File: src/rtl/vic_pkg.sv
package vic_pkg;
  // Word indices of the register map (byte offset = index * 4).
  localparam int unsigned IDX_ENABLE  = 0;
  localparam int unsigned IDX_PEND    = 1;
  localparam int unsigned IDX_ACTIVE  = 2;
  localparam int unsigned IDX_NMI     = 3;
  localparam int unsigned IDX_SPARE   = 4;

  // Vector codes presented to the core.
  localparam logic [7:0] VEC_SHARED_CODE = 8'h30;
  localparam logic [7:0] VEC_FIRST_CODE  = 8'h31;
endpackage

File: src/rtl/vic_line_sampler.sv
module vic_line_sampler #(
  parameter int NUM_LINES = 32,
  parameter int NMI_LINES = 2
) (
  input  logic                 clk,
  input  logic                 rst,
  input  logic [NUM_LINES-1:0] lines,
  output logic [NUM_LINES-1:0] pend_d,
  output logic [NUM_LINES-1:0] pend_q,
  output logic [NUM_LINES-1:0] nmi_d,
  output logic [NUM_LINES-1:0] nmi_q
);
  localparam int FIRST_NMI = NUM_LINES - NMI_LINES;

  // Line 0 carries no pending bit.
  logic unused_line0;
  assign unused_line0 = lines[0];

  for (genvar g = 0; g < NUM_LINES; g++) begin : g_bit
    // Pending bit g is fed by line g+1 when that line is a normal one.
    if (g + 1 < FIRST_NMI) begin : g_norm
      assign pend_d[g] = lines[g+1];
    end else begin : g_none
      assign pend_d[g] = 1'b0;
    end
    // Non-maskable status keeps the line's own index.
    if (g >= FIRST_NMI) begin : g_nmi
      assign nmi_d[g] = lines[g];
    end else begin : g_nonmi
      assign nmi_d[g] = 1'b0;
    end
  end

  always_ff @(posedge clk) begin
    if (rst) begin
      pend_q <= '0;
      nmi_q  <= '0;
    end else begin
      pend_q <= pend_d;
      nmi_q  <= nmi_d;
    end
  end
endmodule

File: src/rtl/vic_mask_reg.sv
module vic_mask_reg #(
  parameter int NUM_LINES = 32,
  parameter int IDX_W     = 3
) (
  input  logic                 clk,
  input  logic                 rst,
  input  logic                 wr,
  input  logic                 aligned,
  input  logic [IDX_W-1:0]     word_idx,
  input  logic [NUM_LINES-1:0] wdata,
  output logic [NUM_LINES-1:0] mask_d,
  output logic [NUM_LINES-1:0] mask_q
);
  import vic_pkg::*;

  logic wr_hit;
  assign wr_hit = wr && aligned && (word_idx == IDX_W'(IDX_ENABLE));
  assign mask_d = wr_hit ? wdata : mask_q;

  always_ff @(posedge clk) begin
    if (rst) mask_q <= '0;
    else     mask_q <= mask_d;
  end
endmodule

File: src/rtl/vic_vector_encode.sv
module vic_vector_encode #(
  parameter int         WIDTH       = 32,
  parameter int         VEC_W       = 8,
  parameter logic [7:0] FIRST_CODE  = 8'h31,
  parameter logic [7:0] SHARED_CODE = 8'h30
) (
  input  logic [WIDTH-1:0] active,
  output logic [VEC_W-1:0] vec,
  output logic             any
);
  localparam int IW = (WIDTH > 1) ? $clog2(WIDTH) : 1;

  logic [IW-1:0] low_idx;
  logic          several;

  always_comb begin
    low_idx = '0;
    for (int i = WIDTH - 1; i >= 0; i--) begin
      if (active[i]) low_idx = IW'(i);
    end
  end

  // Clearing the lowest set bit leaves something only if two or more are set.
  assign several = |(active & (active - WIDTH'(1)));
  assign any     = |active;

  always_comb begin
    if (!any)         vec = '0;
    else if (several) vec = VEC_W'(SHARED_CODE);
    else              vec = VEC_W'(FIRST_CODE) + VEC_W'(low_idx);
  end
endmodule

File: src/rtl/vic_readback.sv
module vic_readback #(
  parameter int NUM_LINES = 32,
  parameter int IDX_W     = 3
) (
  input  logic                 aligned,
  input  logic [IDX_W-1:0]     word_idx,
  input  logic [NUM_LINES-1:0] mask_q,
  input  logic [NUM_LINES-1:0] pend_q,
  input  logic [NUM_LINES-1:0] nmi_q,
  output logic [NUM_LINES-1:0] rdata
);
  import vic_pkg::*;

  always_comb begin
    rdata = '0;
    if (aligned) begin
      case (word_idx)
        IDX_W'(IDX_ENABLE): rdata = mask_q;
        IDX_W'(IDX_PEND):   rdata = pend_q;
        IDX_W'(IDX_ACTIVE): rdata = pend_q & mask_q;
        IDX_W'(IDX_NMI):    rdata = nmi_q;
        IDX_W'(IDX_SPARE):  rdata = '0;
        default:            rdata = '0;
      endcase
    end
  end
endmodule

File: src/rtl/vec_irq_ctrl.sv
module vec_irq_ctrl #(
  parameter int NUM_LINES = 32,
  parameter int NMI_LINES = 2,
  parameter int ADDR_W    = 5,
  parameter int VEC_W     = 8
) (
  input  logic                 clk,
  input  logic                 rst,
  input  logic [NUM_LINES-1:0] irq_lines,
  input  logic [ADDR_W-1:0]    bus_addr,
  input  logic                 bus_wr,
  input  logic [NUM_LINES-1:0] bus_wdata,
  output logic [NUM_LINES-1:0] bus_rdata,
  output logic                 cpu_irq,
  output logic [VEC_W-1:0]     cpu_vector,
  output logic                 cpu_nmi
);
  import vic_pkg::*;

  localparam int IDX_W = ADDR_W - 2;

  logic [IDX_W-1:0]     word_idx;
  logic                 aligned;
  logic [NUM_LINES-1:0] pend_d, pend_q, nmi_d, nmi_q, mask_d, mask_q;
  logic [NUM_LINES-1:0] active_next;
  logic [VEC_W-1:0]     vec_next;
  logic                 any_next;
  logic [VEC_W-1:0]     vec_q;
  logic                 irq_q, nmi_out_q;

  assign word_idx = bus_addr[ADDR_W-1:2];
  assign aligned  = (bus_addr[1:0] == 2'b00);

  vic_line_sampler #(.NUM_LINES(NUM_LINES), .NMI_LINES(NMI_LINES)) u_sampler (
    .clk(clk), .rst(rst), .lines(irq_lines),
    .pend_d(pend_d), .pend_q(pend_q), .nmi_d(nmi_d), .nmi_q(nmi_q)
  );

  vic_mask_reg #(.NUM_LINES(NUM_LINES), .IDX_W(IDX_W)) u_mask (
    .clk(clk), .rst(rst), .wr(bus_wr), .aligned(aligned),
    .word_idx(word_idx), .wdata(bus_wdata),
    .mask_d(mask_d), .mask_q(mask_q)
  );

  // Outputs are computed from next-state values so that they move on the
  // same edge as the registers software reads.
  assign active_next = pend_d & mask_d;

  vic_vector_encode #(
    .WIDTH(NUM_LINES), .VEC_W(VEC_W),
    .FIRST_CODE(VEC_FIRST_CODE), .SHARED_CODE(VEC_SHARED_CODE)
  ) u_enc (
    .active(active_next), .vec(vec_next), .any(any_next)
  );

  vic_readback #(.NUM_LINES(NUM_LINES), .IDX_W(IDX_W)) u_rd (
    .aligned(aligned), .word_idx(word_idx),
    .mask_q(mask_q), .pend_q(pend_q), .nmi_q(nmi_q), .rdata(bus_rdata)
  );

  always_ff @(posedge clk) begin
    if (rst) begin
      vec_q     <= '0;
      irq_q     <= 1'b0;
      nmi_out_q <= 1'b0;
    end else begin
      vec_q     <= vec_next;
      irq_q     <= any_next;
      nmi_out_q <= |nmi_d;
    end
  end

  assign cpu_vector = vec_q;
  assign cpu_irq    = irq_q;
  assign cpu_nmi    = nmi_out_q;
endmodule

File: config.mk
export PLATFORM = sky130hd
export DESIGN_NAME = vec_irq_ctrl
export DESIGN_NICKNAME = d
export VERILOG_FILES = /design/src/rtl/vic_pkg.sv /design/src/rtl/vic_line_sampler.sv /design/src/rtl/vic_mask_reg.sv /design/src/rtl/vic_vector_encode.sv /design/src/rtl/vic_readback.sv /design/src/rtl/vec_irq_ctrl.sv
export SDC_FILE = /design/constraint.sdc
export NUM_CORES = 1
export LEC_CHECK = 0
export CORE_MARGIN = 2
export CORE_UTILIZATION = 50
export CTS_BUF_LIST = sky130_fd_sc_hd__clkbuf_4
export CTS_CLUSTER_SIZE = 24
export DETAILED_ROUTE_END_ITERATION = 10
export DONT_BUFFER_PORTS = 1
export SETUP_SLACK_MARGIN = 0.1
export SLEW_MARGIN = 20
export SYNTH_ARGS = -nofsm -noshare
export SYNTH_HDL_FRONTEND = slang
export SYNTH_SLANG_ARGS = --single-unit
File: constraint.sdc
create_clock -name clk -period 4.35 [get_ports clk]
set_input_delay 0.2175 -clock clk [delete_from_list [all_inputs] [get_ports clk]]
set_output_delay 0.2175 -clock clk [all_outputs]
set_load 0.02 [all_outputs]
; Word level (Yosys, flattened, before mapping)
; Index checks and enable logic that the tools add are counted.
[word_totals]
out_inout_bits = 42
ff_bits = 105
[op_classes]
addsub = 2
muxes = 36
n_bitwise = 4
n_reduce_logical = 9
n_eq_ne = 3
[op_table]
columns = operator, count
row1 = 5-bit two-way mux, 32
row2 = 32-bit case mux with 4 select lines, 1
row3 = 32-bit bitwise AND, 2
row4 = 32-bit two-way mux, 2
row5 = 32-bit OR reduction, 2
row6 = 34-bit OR reduction, 1
row7 = 29-bit by 32-bit bitwise AND with 32-bit output, 1
row8 = 32-bit by 1-bit subtractor with 32-bit output (second input constant), 1
row9 = 6-bit by 5-bit adder with 7-bit output (first input constant), 1
row10 = 3-bit by 2-bit == test with 1-bit output (second input constant), 2
row11 = 6-bit two-way mux, 1
row12 = 2-bit OR reduction, 2
row13 = 3-bit by 1-bit == test with 1-bit output (second input constant), 1
row14 = 3-bit logical NOT, 1
row15 = 1-bit logical AND, 2
row16 = 2-bit logical NOT, 1
row17 = 1-bit NOT, 1

; Logic depth before layout (Yosys ltp)
; Gate-level depths: netlist (run 1).
[logic_depth]
depth_word = 39
depth_mapped = 17
mapped_depth_nobuf = 13

; Cells and area by module
; A second synthesis (run 1) with hierarchy kept.
[unflattened]
hier_cells = 696
area_unflattened_um2 = 6323.6
[modules_own_cells]
columns = mod, area_each_um2, instances, seq_area_each_um2, cells_per_inst
row1 = vic_mask_reg, 1974.4, 1, 640.6, 176
row2 = vic_line_sampler, 1580.3, 1, 620.6, 163
row3 = vic_readback, 1272.5, 1, 0.0, 150
row4 = vic_vector_encode, 963.4, 1, 0.0, 144
row5 = vec_irq_ctrl, 533.0, 1, 200.2, 63

; Least setup slack after synthesis (run 1)
; Ideal clock, no wire load.
[synth_path]
kind = input to register
startpoint = input port bus_addr[4]
endpoint = register vec_q[4] (netlist: cpu_vector[4])
arrival_time_ns = 3.163
n_path_buf = 4
stages = 16
setup_slack_ns = 1.072
path_cell_list = or3_1 buf_6 nor2_8 buf_12 buf_8 buf_4 mux2i_1 nor2_1 o311ai_0 a21oi_1 nor3_1 nor2b_1 ha_1 inv_1 a221o_1 o21a_1
[synth_via]
elab_chain_len = 38
word_cells_on_any_way = 44
classes_between = add/sub (2) / mux (34) / bitwise (3) / reduce/logical (5)
[synth_rtl]
columns = item, line_no
row1 = "start, declared", vec_irq_ctrl.sv:10  ; input logic [ADDR_W-1:0] bus_addr,
row2 = 3-bit logical NOT (*), vic_mask_reg.sv:17  ; assign wr_hit = wr && aligned && (word_idx == IDX_W'(IDX_ENABLE));
row3 = 1-bit logical AND (*), vic_mask_reg.sv:17
row4 = 32-bit two-way mux (*), vic_mask_reg.sv:18  ; assign mask_d = wr_hit ? wdata : mask_q;
row5 = 29-bit by 32-bit bitwise AND with 32-bit output (*), vec_irq_ctrl.sv:47  ; assign active_next = pend_d & mask_d;
row6 = 5-bit two-way mux (32 in a row), vic_vector_encode.sv:19  ; if (active[i]) low_idx = IW'(i);
row7 = 6-bit by 5-bit adder with 7-bit output, vic_vector_encode.sv:30  ; else vec = VEC_W'(FIRST_CODE) + VEC_W'(low_idx);
row8 = 6-bit two-way mux, vic_vector_encode.sv:29  ; else if (several) vec = VEC_W'(SHARED_CODE);
row9 = "end signal, assigned", vec_irq_ctrl.sv:67  ; vec_q <= vec_next;
row10 = "end, declared", vec_irq_ctrl.sv:28  ; logic [VEC_W-1:0] vec_q;
; Mark *: on every way between the ends. The rest lies on a longest branch, timed or not.
; A chain may end at the register's enable or synchronous reset.

; Worst setup path in the final report (run 1)
; Ends and elaborated chain as after synthesis.

==> impl_metrics.yaml, run 1 <==
critical_path:
  cp.arrival_ns: 3.82
  slowest_delay_ns: 0.46
  critPathRequiredTime_ns: 4.68
  crit_family: "simple AND/OR/NAND/NOR gates"
  end_kind: "flip-flop"
  worstSetupStartpointType: "input pin"
  path_cells: "or3_1, nor2_8, buf_12, mux2i_1, nor2_1, o311ai_0, a21oi_1, nor3_1, nor2b_1, ha_1, inv_1, a221o_1, o21a_1"
  worstSetupStartpoint: "bus_addr[4]"
  critPathSlowestCell: "or3_1"
  crit_end: "cpu_vector[4]"
  cp.depth: 13
  r2r-end: "cpu_vector[4]"
  rr_startpoint: "u_mask.mask_q[6]"
  critPathBufInv: 2
  critPathKind: "input pin to flip-flop"
  reg2reg_depth: 11
  rrSetupSlack_ns: 1.03
  crit_path_max_fanout: 24
finish:
  diodes: 0
  seq_area_um2: 1441
  multi_input_area_um2: 2571
  layout-drive-gt1-share_pct: 8.744
  nets: 697
  area.growth.synth_to_final_pct: 21.06
  num-fill-cells: 747
  final_area_um2: 5099
drt:
  via_per_inst: 5.922
  drc: 0
  wire_per_inst_um: 18.06
  wl_met1_mm: 5.922
  wirelength_mm: 13.26
  ant_nets: 0
  firstDrtPassIters: 6
  vias: 4347
  wl_met3_um: 996
  dr_wl_met2_mm: 6.111
  highest_layer: "met4"
  drt-initial-drc-count: 214
pwr:
  power.density_nw_per_um2: 267.7
  peakVddDrop_mv: 0.1714
  power.leakage_nw: 1.776
sta:
  slew_viol_final: 0
  finClkSkew_ns: 0.01437
  setup_viol: 0
  fmax_ghz: 0.2866
  rsz0062_at_grt: "no"
  fin_setup_tns_ns: 0
  fin_crit_ns: 3.490
  maxSlewHeadroom_pct: 37.29
  worstMarginPinSlew_ns: 0.9308
  hold_viol: 0
  period_share_pct: 80.22
synth:
  yosysSeqAreaShare_pct: 34.22
  yosysWarnings: 0
  synth_area_um2: 4212
  syn_area_per_cell_um2: 7.363
  ys.flop_type: "dfxtp_1"
  yosysUniqueCellTypes: 64
  synthCells: 572
  synth_seq_cells: 72
  synth-edff-count: 0
  async_flop_share_pct: 0
  syn-num-nets: 645
clock_network:
  cts.sinks: 72
  postCtsSetupBuffers: 0
  clockBufferDepth: 2
  htreeDepth: 3
  clk_latency_ns: 0.43
  cts_root_buffer: "clkbuf_4"
  numCtsBuffers: 9
  clkTransAtPathRegs_ns: 0.12
  tritoncts: "done"
run:
  cap_violations: 0
place:
  hpwl_mm: 8.590
  numPortBuffers: 0
  place_congestion: 0.9315
  dpl_cell_area_um2: 4273
grt:
  grt_max_degree: 65
  grt_pass1_vias: 4044
  grtUsageTotal_pct: 28.90
  grt-ovfl-total: 0
  grt_antenna_before_repair: 0
  grt_pass1_wl_mm: 20.47
floorplan:
  fp.dieArea_um2: 9173
  initial_core_util_pct: 51.52
  rows: 33
  core_um2: 8175
  die_y_um: 95.78
  ios: 114
  die_w_um: 95.78
status:
  status: "completed"
hold_path:
  whs_path_depth: 2
  hp-class: "input pin to flip-flop"
==> cells in the mapped netlist (10+ instances only) <==
cell      count  area share (%)
nor2b_1      35             5.2
nand2_1     131              12
nor3_1       13             1.5
nand4_1      20             3.0
dfxtp_1      72              34
o21ai_1      10             1.2
o21ai_0      26             3.1
o211ai_1     19             3.4
mux2i_1      14             3.3
nor2_1       42             3.7
a21oi_1      68             8.1
clkbuf_1     28             2.5
==> power by group <==
| group | internal (mW) | switching (mW) |
|---|---|---|
| registers | 0.681 | 0.0153 |
| clock network | 0.242 | 0.261 |
| logic | 0.0785 | 0.0873 |
==> routing by layer <==
metal / up-vias / global-route usage, %
li1: 2133 / -
met1: 2037 / 38.64
met2: 160 / 46.56
met3: 17 / 5.951
met4: 0 / 9.643
met5: - / 0
==> state kept, by name, summed over array words and instances (netlist names) <==
name and cells:
cpu_irq 1, u_sampler.pend_q 29, cpu_vector 7, u_sampler.nmi_q 2, u_mask.mask_q 32, cpu_nmi 1
==> worst min-delay path by stage <==
stage	start	end	slack [ns]
after floorplan	irq_lines[1]	u_sampler.pend_q[0]	0.35
after global routing	rst	cpu_vector[3]	0.12
final	rst	cpu_vector[3]	0.11
after CTS	rst	cpu_vector[2]	0.09
after global placement	rst	u_mask.mask_q[17]	0.29
after detailed placement	rst	u_mask.mask_q[21]	0.29
==> what timing repair did <==
action                    in CTS  in global routing
hold buffers                  64                  0
hold endpoints to repair      64                  0
gates resized for setup        0                  0
==> per-stage QoR <==
stage / hold slack, ns / std cells / total power [mW] / setup WS [ns] / utilization, %
global placement: 0.2911 / 654 / 0.8153 / 0.5801 / 52.27
global route: 0.1225 / 734 / 1.417 / 0.6700 / 62.37
floorplan: 0.3457 / 572 / 0.8039 / 1.072 / -
detailed placement: 0.2929 / 654 / 0.8167 / 0.5459 / 52.27
finish: 0.1081 / 734 / 1.365 / 0.8604 / 62.37
CTS: 0.08667 / 734 / 1.372 / 0.9944 / 62.37
==> worst reg2reg max path, cell delays in order, from the launching register on <==
cell,delay [ns]
dfxtp_1,0.41
nand2_1,0.06
o21ai_0,0.72
nor2_1,0.22
o21a_1,0.16
o31a_1,0.24
nor3_1,0.39
nor2b_1,0.20
ha_1,0.23
inv_1,0.07
a221o_1,0.34
o21a_1,0.17
==> cell usage in the layout, fill, tap and decap left out, types with 3 or more instances in the layout <==
cell type      synthesis  layout
nor3_1                13      12
clkbuf_4               0      10
o41ai_1                3       3
dfxtp_1               72      72
nand3_1                8       8
nand4_1               20      20
nand2b_1               3       3
a31oi_1                3       3
o21ai_1               10      10
mux2_2                 3       3
nor2b_1               35      35
mux2i_1               14      14
a21oi_1               68      68
dlygate4sd3_1          0      63
nor4_2                 4       4
nor2_1                42      41
inv_1                  4       4
buf_4                  2      12
o22ai_1                3       3
o211ai_1              19      19
nand2_1              131     131
or2_2                  6       6
o21ai_0               26      26
==> layout make-up <==
class / count / area share [%]
multi-input combinational: 459 / 50.43
sequential: 72 / 28.27
timing repair buffer: 77 / 15.07
tap: 105 / 2.577
clock inverter: 6 / 1.816
clock buffer: 10 / 1.472
inverter: 5 / 0.3681
==> kinds of logic after synthesis <==
kind of cell    synth area share (%)
simple gates                   32.77
compound gates                 23.00
mux                            4.129
fa+ha+maj                     0.5644
other cells                  0.08904
buf+inv                        5.020
flops                          34.22
xor+xnor                      0.2080
Power figures use the tool's default switching activity.
==> run 2, diff against run 1 <==
Settings changed: ABC_AREA from default to 1.
Clock period 4.35 ns to 3.3 ns, I/O delays scaled along.
==> impl_metrics.yaml, run 2 <==
status:
  status: "completed"
grt:
  grt_antenna_before_repair: 0
  grt_pass1_wl_mm: 17.89
  grt_pass1_vias: 3846
  grt-ovfl-total: 0
  grtUsageTotal_pct: 26.52
  grt_max_degree: 66
critical_path:
  cp.arrival_ns: 3.20
  critPathRequiredTime_ns: 3.67
  end_kind: "flip-flop"
  worstSetupStartpointType: "flip-flop"
  critPathKind: "flip-flop to flip-flop"
  crit_path_max_fanout: 5
sta:
  fin_setup_tns_ns: 0
  slew_viol_final: 0
  fmax_ghz: 0.3531
  rsz0062_at_grt: "no"
  fin_ws_ns: 0.4682
  maxSlewHeadroom_pct: 31.62
  setup_viol: 0
  worstMarginPinSlew_ns: 1.025
  fin_crit_ns: 2.832
  finClkSkew_ns: 0.01575
  hold_viol: 0
  hold_ws_ns: 0.02414
  period_share_pct: 85.81
floorplan:
  die_w_um: 93.35
  ios: 114
  core_um2: 7727
  die_y_um: 93.35
  rows: 32
  fp.dieArea_um2: 8713
  initial_core_util_pct: 51.65
synth:
  async_flop_share_pct: 0
  synthCells: 587
  synth_seq_cells: 72
  synth-edff-count: 0
  syn_area_per_cell_um2: 6.800
  synth_area_um2: 3991
  ys.flop_type: "dfxtp_1"
  yosysSeqAreaShare_pct: 36.11
  synth_top_area_share_pct: 36.11
  synth.most_common_cell: "nor2_1"
  yosysTopAreaCell: "dfxtp_1"
  yosysUniqueCellTypes: 41
  synth_area_leaders: "dfxtp_1 36%, nor2_1 12%, nand2_1 9.5%"
  ys_top_cells_by_count: "127 x nor2_1, 101 x nand2_1, 72 x dfxtp_1"
  yosysWarnings: 0
  syn-num-nets: 660
finish:
  final_common_cell: "nor2_1"
  diodes: 0
  num-fill-cells: 676
  max_flop_register: "u_mask.mask_q"
  multi_input_area_um2: 2150
  post-route-util_pct: 65.48
  area.growth.synth_to_final_pct: 26.77
  largest_reg_flops: 32
  nets: 737
  layout-drive-gt1-share_pct: 12.71
  seq_area_um2: 1441
  final_cells: 771
  mostFrequentLayoutCells: "127 x nor2_1, 101 x nand2_1, 72 x dfxtp_1"
  final_area_um2: 5060
drt:
  firstDrtPassIters: 5
  via_per_inst: 5.320
  drc: 0
  drt-initial-drc-count: 202
  wire_per_inst_um: 15.03
  wirelength_mm: 11.59
  vias: 4102
  ant_nets: 0
pwr:
  power.density_nw_per_um2: 361.6
  peakVddDrop_mv: 0.2196
  power.leakage_nw: 2.454
  power_mw: 1.830
clock_network:
  postCtsSetupBuffers: 0
  tritoncts: "done"
  clk_latency_ns: 0.44
  cts_root_buffer: "clkbuf_4"
  cts.sinks: 72
  htreeDepth: 3
  clockBufferDepth: 2
  clkTransAtPathRegs_ns: 0.13
  numCtsBuffers: 9
place:
  hpwl_mm: 7.677
  dp_slack_ns: 0.04472
  dp.cells: 692
  dpl_cell_area_um2: 4237
  place_congestion: 0.9239
  numPortBuffers: 0
run:
  cap_violations: 0
hold_path:
  hp-class: "input pin to flip-flop"
## run 2: power breakdown
part | switching [mW] | internal, mW | total (mW)
logic | 0.145 | 0.106 | 0.251
clock network | 0.346 | 0.308 | 0.654
registers | 0.0243 | 0.900 | 0.925
total | 0.515 | 1.31 | 1.83
## run 2: cell families after synthesis
logic type      count (synthesis)  synth area share, %
compound gates                 77                12.23
xor+xnor                        1               0.2195
fa+ha+maj                       1               0.3134
buf+inv                       105                10.31
flops                          72                36.11
mux                            24                6.019
other cells                     1              0.09395
simple gates                  306                34.70
## run 2: path summary, 6_finish.rpt
kind / slack, ns / startpoint / to / depth (start not counted)
max reg2reg: 0.47 / u_mask.mask_q[1] / cpu_vector[6] / 18
min: 0.02 / bus_wdata[26] / u_mask.mask_q[26] / 3
min reg2reg: 0.48 / u_mask.mask_q[30] / u_mask.mask_q[30] / 2
max: 0.47 / u_mask.mask_q[1] / cpu_vector[6] / 18
## run 2: cell type report
type | instances | share of cell area (%)
Inverter | 75 | 5.564
Timing Repair Buffer | 96 | 17.71
Multi-Input combinational cell | 410 | 42.48
Clock inverter | 7 | 1.904
Tap cell | 102 | 2.522
Sequential cell | 72 | 28.49
Clock buffer | 9 | 1.335
## run 2: worst max-delay path, stage by stage, from the launching register on
cell	delay (ns)
dfxtp_1	0.33
mux2i_1	0.17
or2_2	0.22
nand2_2	0.11
nor2_2	0.10
inv_2	0.07
nor2_4	0.09
nand3_2	0.10
nor2_4	0.13
inv_2	0.08
nor2_2	0.16
inv_2	0.09
nor3_1	0.17
o22ai_1	0.13
nor4_2	0.21
nand2_1	0.13
nor3_2	0.21
nand2_2	0.14
a21oi_2	0.12
## run 2: per-layer routing
layer	wire length (µm)	part of all wire (%)	track usage (%)
met1	5137	44	34.01
met2	5482	47	44.78
met3	735	6.3	3.948
met4	235	2.0	10.42
met5	0	0	0
## run 2: repair_timing
action | 4_1_cts | 5_1_grt
endpoints found under the setup margin | 0 | 6
gates resized for setup | 0 | 3
hold buffers | 63 | 0
hold endpoints to repair | 72 | 0
